## config.mk

```make
export PLATFORM = sky130hd
export DESIGN_NAME = lpa_sequencer
export DESIGN_NICKNAME = d
export VERILOG_FILES = /design/src/rtl/lpa_pkg.sv /design/src/rtl/lpa_token_chain.sv /design/src/rtl/lpa_index_encode.sv /design/src/rtl/lpa_seq_ctrl.sv /design/src/rtl/lpa_sequencer.sv
export SDC_FILE = /design/constraint.sdc
export NUM_CORES = 1
export LEC_CHECK = 0
export BUFFER_PORTS_ARGS = -buffer_cell sky130_fd_sc_hd__buf_2
export CORE_MARGIN = 1.5
export CORE_UTILIZATION = 43
export CTS_CLUSTER_DIAMETER = 40
export DETAILED_ROUTE_END_ITERATION = 10
export MAX_ROUTING_LAYER = met4
export PLACE_DENSITY_LB_ADDON = 0.15
export RECOVER_POWER = 100
export SLEW_MARGIN = 40
export SYNTH_ARGS = -nofsm -noshare
export SYNTH_HDL_FRONTEND = slang
export SYNTH_SLANG_ARGS = --single-unit
```

## constraint.sdc

```tcl
create_clock -name clk -period 1.7 [get_ports clk]
set_clock_uncertainty 0.15 [all_clocks]
set_input_delay 0 -clock clk [delete_from_list [all_inputs] [get_ports clk]]
set_output_delay 0 -clock clk [all_outputs]
set_load 0.02 [all_outputs]
```

## src/rtl/lpa_pkg.sv

```systemverilog
package lpa_pkg;

    localparam int unsigned LPA_NPIX = 64;
    localparam int unsigned LPA_IDXW = $clog2(LPA_NPIX);

    // Decision taken by the start logic on one edge
    typedef struct packed {
        logic accept;   // start loads a new token
        logic clash;    // start seen while busy: dropped
    } start_dec_t;

    function automatic start_dec_t decide_start(input logic si, input logic busy);
        start_dec_t d;
        d.accept = si & ~busy;
        d.clash  = si & busy;
        return d;
    endfunction

endpackage

```

## src/rtl/lpa_token_chain.sv

```systemverilog
module lpa_token_chain #(
    parameter int unsigned NPIX = 64
) (
    input  logic            clk,
    input  logic            rst,
    input  logic            load,
    output logic [NPIX-1:0] sel_q,
    output logic [NPIX-1:0] sel_d,
    output logic [NPIX-1:0] irst_q
);

    assign sel_d[0] = load;

    genvar g;
    generate
        for (g = 1; g < NPIX; g++) begin : g_stage
            assign sel_d[g] = sel_q[g-1];
        end
    endgenerate

    always_ff @(posedge clk) begin
        if (rst) begin
            sel_q  <= '0;
            irst_q <= '0;
        end else begin
            sel_q  <= sel_d;
            irst_q <= sel_q & ~sel_d;
        end
    end

endmodule

```

## src/rtl/lpa_index_encode.sv

```systemverilog
module lpa_index_encode #(
    parameter int unsigned NPIX = 64,
    parameter int unsigned IDXW = $clog2(NPIX)
) (
    input  logic [NPIX-1:0] onehot,
    output logic [IDXW-1:0] idx
);

    // OR of the positions whose bit is set; valid because input is one-hot
    always_comb begin
        idx = '0;
        for (int i = 0; i < NPIX; i++) begin
            if (onehot[i]) idx = idx | IDXW'(i);
        end
    end

endmodule

```

## src/rtl/lpa_seq_ctrl.sv

```systemverilog
module lpa_seq_ctrl
    import lpa_pkg::*;
(
    input  logic clk,
    input  logic rst,
    input  logic si,
    input  logic busy,
    input  logic busy_next,
    output logic load,
    output logic oe_q,
    output logic err_q
);

    start_dec_t dec;

    always_comb dec = decide_start(si, busy);

    assign load = dec.accept;

    always_ff @(posedge clk) begin
        if (rst) begin
            oe_q  <= 1'b0;
            err_q <= 1'b0;
        end else begin
            oe_q  <= busy_next;
            err_q <= err_q | dec.clash;
        end
    end

endmodule

```

## src/rtl/lpa_sequencer.sv

```systemverilog
module lpa_sequencer
    import lpa_pkg::*;
#(
    parameter int unsigned NPIX = LPA_NPIX,
    parameter int unsigned IDXW = $clog2(NPIX)
) (
    input  logic            clk,
    input  logic            rst,
    input  logic            si,
    output logic [NPIX-1:0] sel,
    output logic [NPIX-1:0] int_rst,
    output logic            oe,
    output logic [IDXW-1:0] pix_idx,
    output logic            proto_err
);

    logic [NPIX-1:0] sel_next;
    logic            load;

    lpa_seq_ctrl u_ctrl (
        .clk       (clk),
        .rst       (rst),
        .si        (si),
        .busy      (|sel),
        .busy_next (|sel_next),
        .load      (load),
        .oe_q      (oe),
        .err_q     (proto_err)
    );

    lpa_token_chain #(.NPIX(NPIX)) u_chain (
        .clk    (clk),
        .rst    (rst),
        .load   (load),
        .sel_q  (sel),
        .sel_d  (sel_next),
        .irst_q (int_rst)
    );

    lpa_index_encode #(.NPIX(NPIX), .IDXW(IDXW)) u_enc (
        .onehot (sel),
        .idx    (pix_idx)
    );

endmodule

```

After elaboration in Yosys (flattened, before gate mapping). Cells that the tools add are included.

Input bits: 3. Bits in registers: 130. Output and inout bits: 136. Word-level logic and storage cells: 75.

Reductions and logical operators: 2. Muxes and demuxes: 63. Bitwise gates (word level): 6.

Operators by type and width (number): two-way mux 6 bit (32); OR reduction 64 bit (2); two-way mux 5 bit (16); AND 64 bit (1); NOT 64 bit (1); two-way mux 4 bit (8); two-way mux 3 bit (4); two-way mux 2 bit (2); AND 1 bit (2); two-way mux 1 bit (1); NOT 1 bit (1); bitwise OR 1 bit (1).

Longest topological paths before layout.
Depth in word-level cells: 63. Depth in mapped cells: 4.

Modules after synthesis. A second synthesis with hierarchy kept.

Cells, all modules: 432. Area, all modules: 4770.8 sq um.

Modules (own cells, without submodules): lpa_token_chain (seq. area each 2562.5 sq um, area each 4117.7 sq um, cells an instance 334, instances 1); lpa_index_encode (seq. area each 0.0 sq um, area each 311.5 sq um, cells an instance 50, instances 1); lpa_sequencer (seq. area each 0.0 sq um, area each 277.8 sq um, cells an instance 42, instances 1); lpa_seq_ctrl (seq. area each 40.0 sq um, area each 63.8 sq um, cells an instance 6, instances 1).

Least setup slack after synthesis. No wires, ideal clock.

Path type: flip-flop to flip-flop. From: reg u_chain.sel_q[56]. To: reg u_chain.sel_q[0]. Required time: 1.462 ns. Buffers on the path: 0. Stages on the path, launching flop included: 5. Data arrival time: 1.455 ns. Slack: 0.008 ns. Cell sequence: dfxtp_1 -> nor4_2 -> nand4_1 -> or3_4 -> nor4_4.

Cells in the longest elaborated chain, start to end: 3.

Ends and longest elaborated chain: from (decl) (line lpa_token_chain.sv:7) `output logic [NPIX-1:0] sel_q,`; from (signal assigned) (line lpa_token_chain.sv:26) `sel_q <= sel_d;`; OR reduction 64 bit (line lpa_sequencer.sv:24) `.busy (|sel),`; NOT 1 bit (line lpa_pkg.sv:14) `d.accept = si & ~busy;`; AND 1 bit (line lpa_pkg.sv:14).

Every way passes these cells. A chain may end at the register's enable or synchronous reset.

Worst setup path after layout.
From: reg u_chain.sel_q[29]. To: out pix_idx[0].

Cells in the longest elaborated chain, start to end: 35.

Ends and longest elaborated chain: two-way mux 5 bit (3 in series) (line lpa_index_encode.sv:13) `if (onehot[i]) idx = idx | IDXW'(i);`; two-way mux 6 bit (32 in series) (line lpa_index_encode.sv:13); to (decl) (line lpa_sequencer.sv:13) `output logic [IDXW-1:0] pix_idx,`.

Every way passes these cells.

==> impl_metrics.csv <==
group,metric,value,unit
outcome,status,"finished, violations left",
outcome,failed_checks,"negative setup slack",
sta,slew_viol_final,0,
drt,vias_per_cell,4.82,
die,chipHeight,97.7,um
drt,totalWireLength,11000,um
synth,synth_area,0.00385,mm2
setup_path,worstRegToRegCells,7,
pwr,p_comb_frac,0.017,
synth,ys_async_sr_fraction,0,
synth,synth_nets,334,
sta,setup_viol,9,
global_routing,grt_pass1_vias,3282,
global_routing,grtUsageTotal,0.236,
setup_path,cp-end-kind,"output port",
pwr,vdd_drop_max,631,uV
cells_and_area,insertedDiodeCount,0,
pwr,pwr-share-seq,0.464,
synth,synthTopCellsByArea,"dfxtp_1 68%, nor2b_1 20%, nor4_1 3.6%",
die,core,0.00872,mm2
pwr,clockPowerShare,0.519,
sta,layout_min_cycle_time,2.15,ns
synth,synth.area.mux_share,0,
clocking,cts_root_buffer,"clkbuf_8",
synth,yosysUniqueCellTypes,22,
clocking,clk_latency,0.51,ns
drt,wl_per_cell,16.2,um
placed_design,dp_hpwl,7650,um
setup_path,cp.required,1.55,ns
sta,clock.fmax,0.464,GHz
die,die_w,97.7,um
cells_and_area,layout.cells.non_filler,681,
global_routing,grt_use_met2,0.358,
clocking,cts_buffer_depth,2,
synth,synth_top_family_by_area,"simple AND/OR/NAND/NOR gates",
drt,post-route-drc-count,0,
global_routing,grt-ovfl-total,0,
drt,vias,3280,
synth,yosys-top-cells-count,"130 x dfxtp_1, 126 x nor2b_1, 22 x nor4_1",
global_routing,grt_first_pass_wirelength,16900,um
cells_and_area,syn2layout_area_growth,54.8,%
setup_path,cp_max_fo,3,
global_routing,top_usage_layer,"met2",
sta,period_share,1.27,
cells_and_area,fin_nets,563,
clocking,cts_tree,"built",
synth,ys_seq_elements,130,
synth,avgSynthCellArea,11.6,um2
pwr,p_leak,2.69,nW
synth,synth_compound_area_frac,0.00520,
drt,final_antenna_net_count,0,
global_routing,use_met1,0.289,
setup_path,path_class,"reg2out",
clocking,clk_pin_slew,0.06,ns
placed_design,pre_cts_slack,-0.179,ns
global_routing,grt_max_degree,69,
sta,maxSlewHeadroom,0.476,
synth,yosysMostFrequentCell,"dfxtp_1",
clocking,clock_sinks,130,
die,die-area,0.00954,mm2
drt,drt_iter0_markers,190,
pwr,p_total,6.61,mW
synth,syn-instance-count,331,
synth,synth_edf_count,0,
sta,hold_viol,0,
pwr,p_int,5.25,mW
worst_hold_path,whs_path_depth,4,
placed_design,gp_congestion,0.827,
placed_design,place_inst,638,
clocking,htree_levels,4,
synth,synthXorXnorAreaFrac,0,
pwr,switching_share,0.206,
synth,synthFlopType,"dfxtp_1",
cells_and_area,drive_gt1_frac,0.281,
pwr,p_per_area,1110,mW/mm2
global_routing,grtUsageMet3,0.0734,
setup_path,cp-start-kind,"register",
clocking,numCtsBuffers,17,
pwr,p_sw,1.36,mW
sta,rsz0062_at_grt,"true",
placed_design,placement.io_buffers,138,
die,num_rows,34,
die,io_pins,139,
synth,yosys_warnings,0,
sta,tightest_slew,0.786,ns
worst_hold_path,hp-class,"in2reg",
synth,synthAdderAreaFrac,0,
die,start_util,0.442,
sta,whs,0.182,ns
sta,layout_setup_ws,-0.453,ns
placed_design,postPlaceCellArea,0.00517,mm2
synth,synth.top_cell.area_share,0.676,
global_routing,antenna_found_initial,0,
drt,dr.pass1.iters,4,
synth,synth-simple-area-share,0.310,
synth,ys_seq_area_frac,0.676,
run,cap_violations,0,
cells_and_area,design_area,0.00596,mm2
synth,synth_top_area_cell,"dfxtp_1",
setup_path,crit_arrival,2.00,ns
-- registers in the layout, indices dropped and copies added, names as in the netlist --
signal and count:
u_ctrl.err_q 1, u_chain.sel_q 64, u_ctrl.oe_q 1, u_chain.irst_q 64
-- final cells by class --
cell class	instances	area (um2)
Timing Repair Buffer	217	1160
Fill cell	718	2760
Inverter	2	7.51
Clock buffer	22	453
Clock inverter	10	109
Sequential cell	130	2620
Tap cell	108	135
Multi-Input combinational cell	192	1470
-- stage by stage --
| step | setup TNS (ns) | util |
|---|---|---|
| after floorplan | 0 | - |
| after global placement | -0.152 | 0.593 |
| after detailed placement | -0.342 | 0.593 |
| after CTS | -2.32 | 0.687 |
| after global routing | -3.33 | 0.684 |
| final | -2.68 | 0.684 |
-- cell families after synthesis --
family	Yosys count
buffers and inverters	9
DFF	130
AOI/OAI and AO/OA	3
and+or+nand+nor	189
-- critical path, cell delays in order, from the launching register on --
cell,delay [ns]
dfxtp_2,0.33
or4_4,0.57
nor4_4,0.23
nand4_1,0.15
buf_4,0.21
-- power groups by stage --
stage	clock network (mW)	registers [mW]	logic, mW
3_5_place_dp	0	3.13	0.105
2_1_floorplan	0	3.14	0.0486
4_1_cts	3.45	3.07	0.114
6_report	3.43	3.06	0.113
5_1_grt	3.60	3.06	0.122
3_3_place_gp	0	3.13	0.104
-- layer usage --
metal / routed length, um / up-vias
li1: - / 1575
met1: 4710 / 1555
met2: 5350 / 129
met3: 741 / 21
met4: 242 / 0
met5: 0 / -
-- worst paths after layout --
| check | slack [ns] | startpoint | endpoint |
|---|---|---|---|
| max | -0.45 | u_chain.sel_q[29] | pix_idx[0] |
| min | 0.18 | si | u_ctrl.err_q |
| max reg2reg | -0.26 | u_chain.sel_q[52] | u_ctrl.oe_q |
| min reg2reg | 0.32 | u_ctrl.err_q | u_ctrl.err_q |
-- placed cells by master, fill, tap and decap left out, types with 5 or more instances in the layout --
cell type,count
nor4_2,7
nand4_1,7
buf_4,67
nor2b_1,126
nor4_1,7
dfxtp_1,116
buf_6,9
nor2_1,6
clkinv_2,5
clkbuf_16,16
clkbuf_1,130
nor4_4,14
dfxtp_2,13
buf_2,11
-- timing repair --
action,CTS,global route
gates resized for setup,39,29
endpoints found under the setup margin,9,9
buffers inserted,6,4
hold endpoints to repair,96,0
hold buffers,2,0
pin swaps,19,14
(Power assumes the default switching activity.)
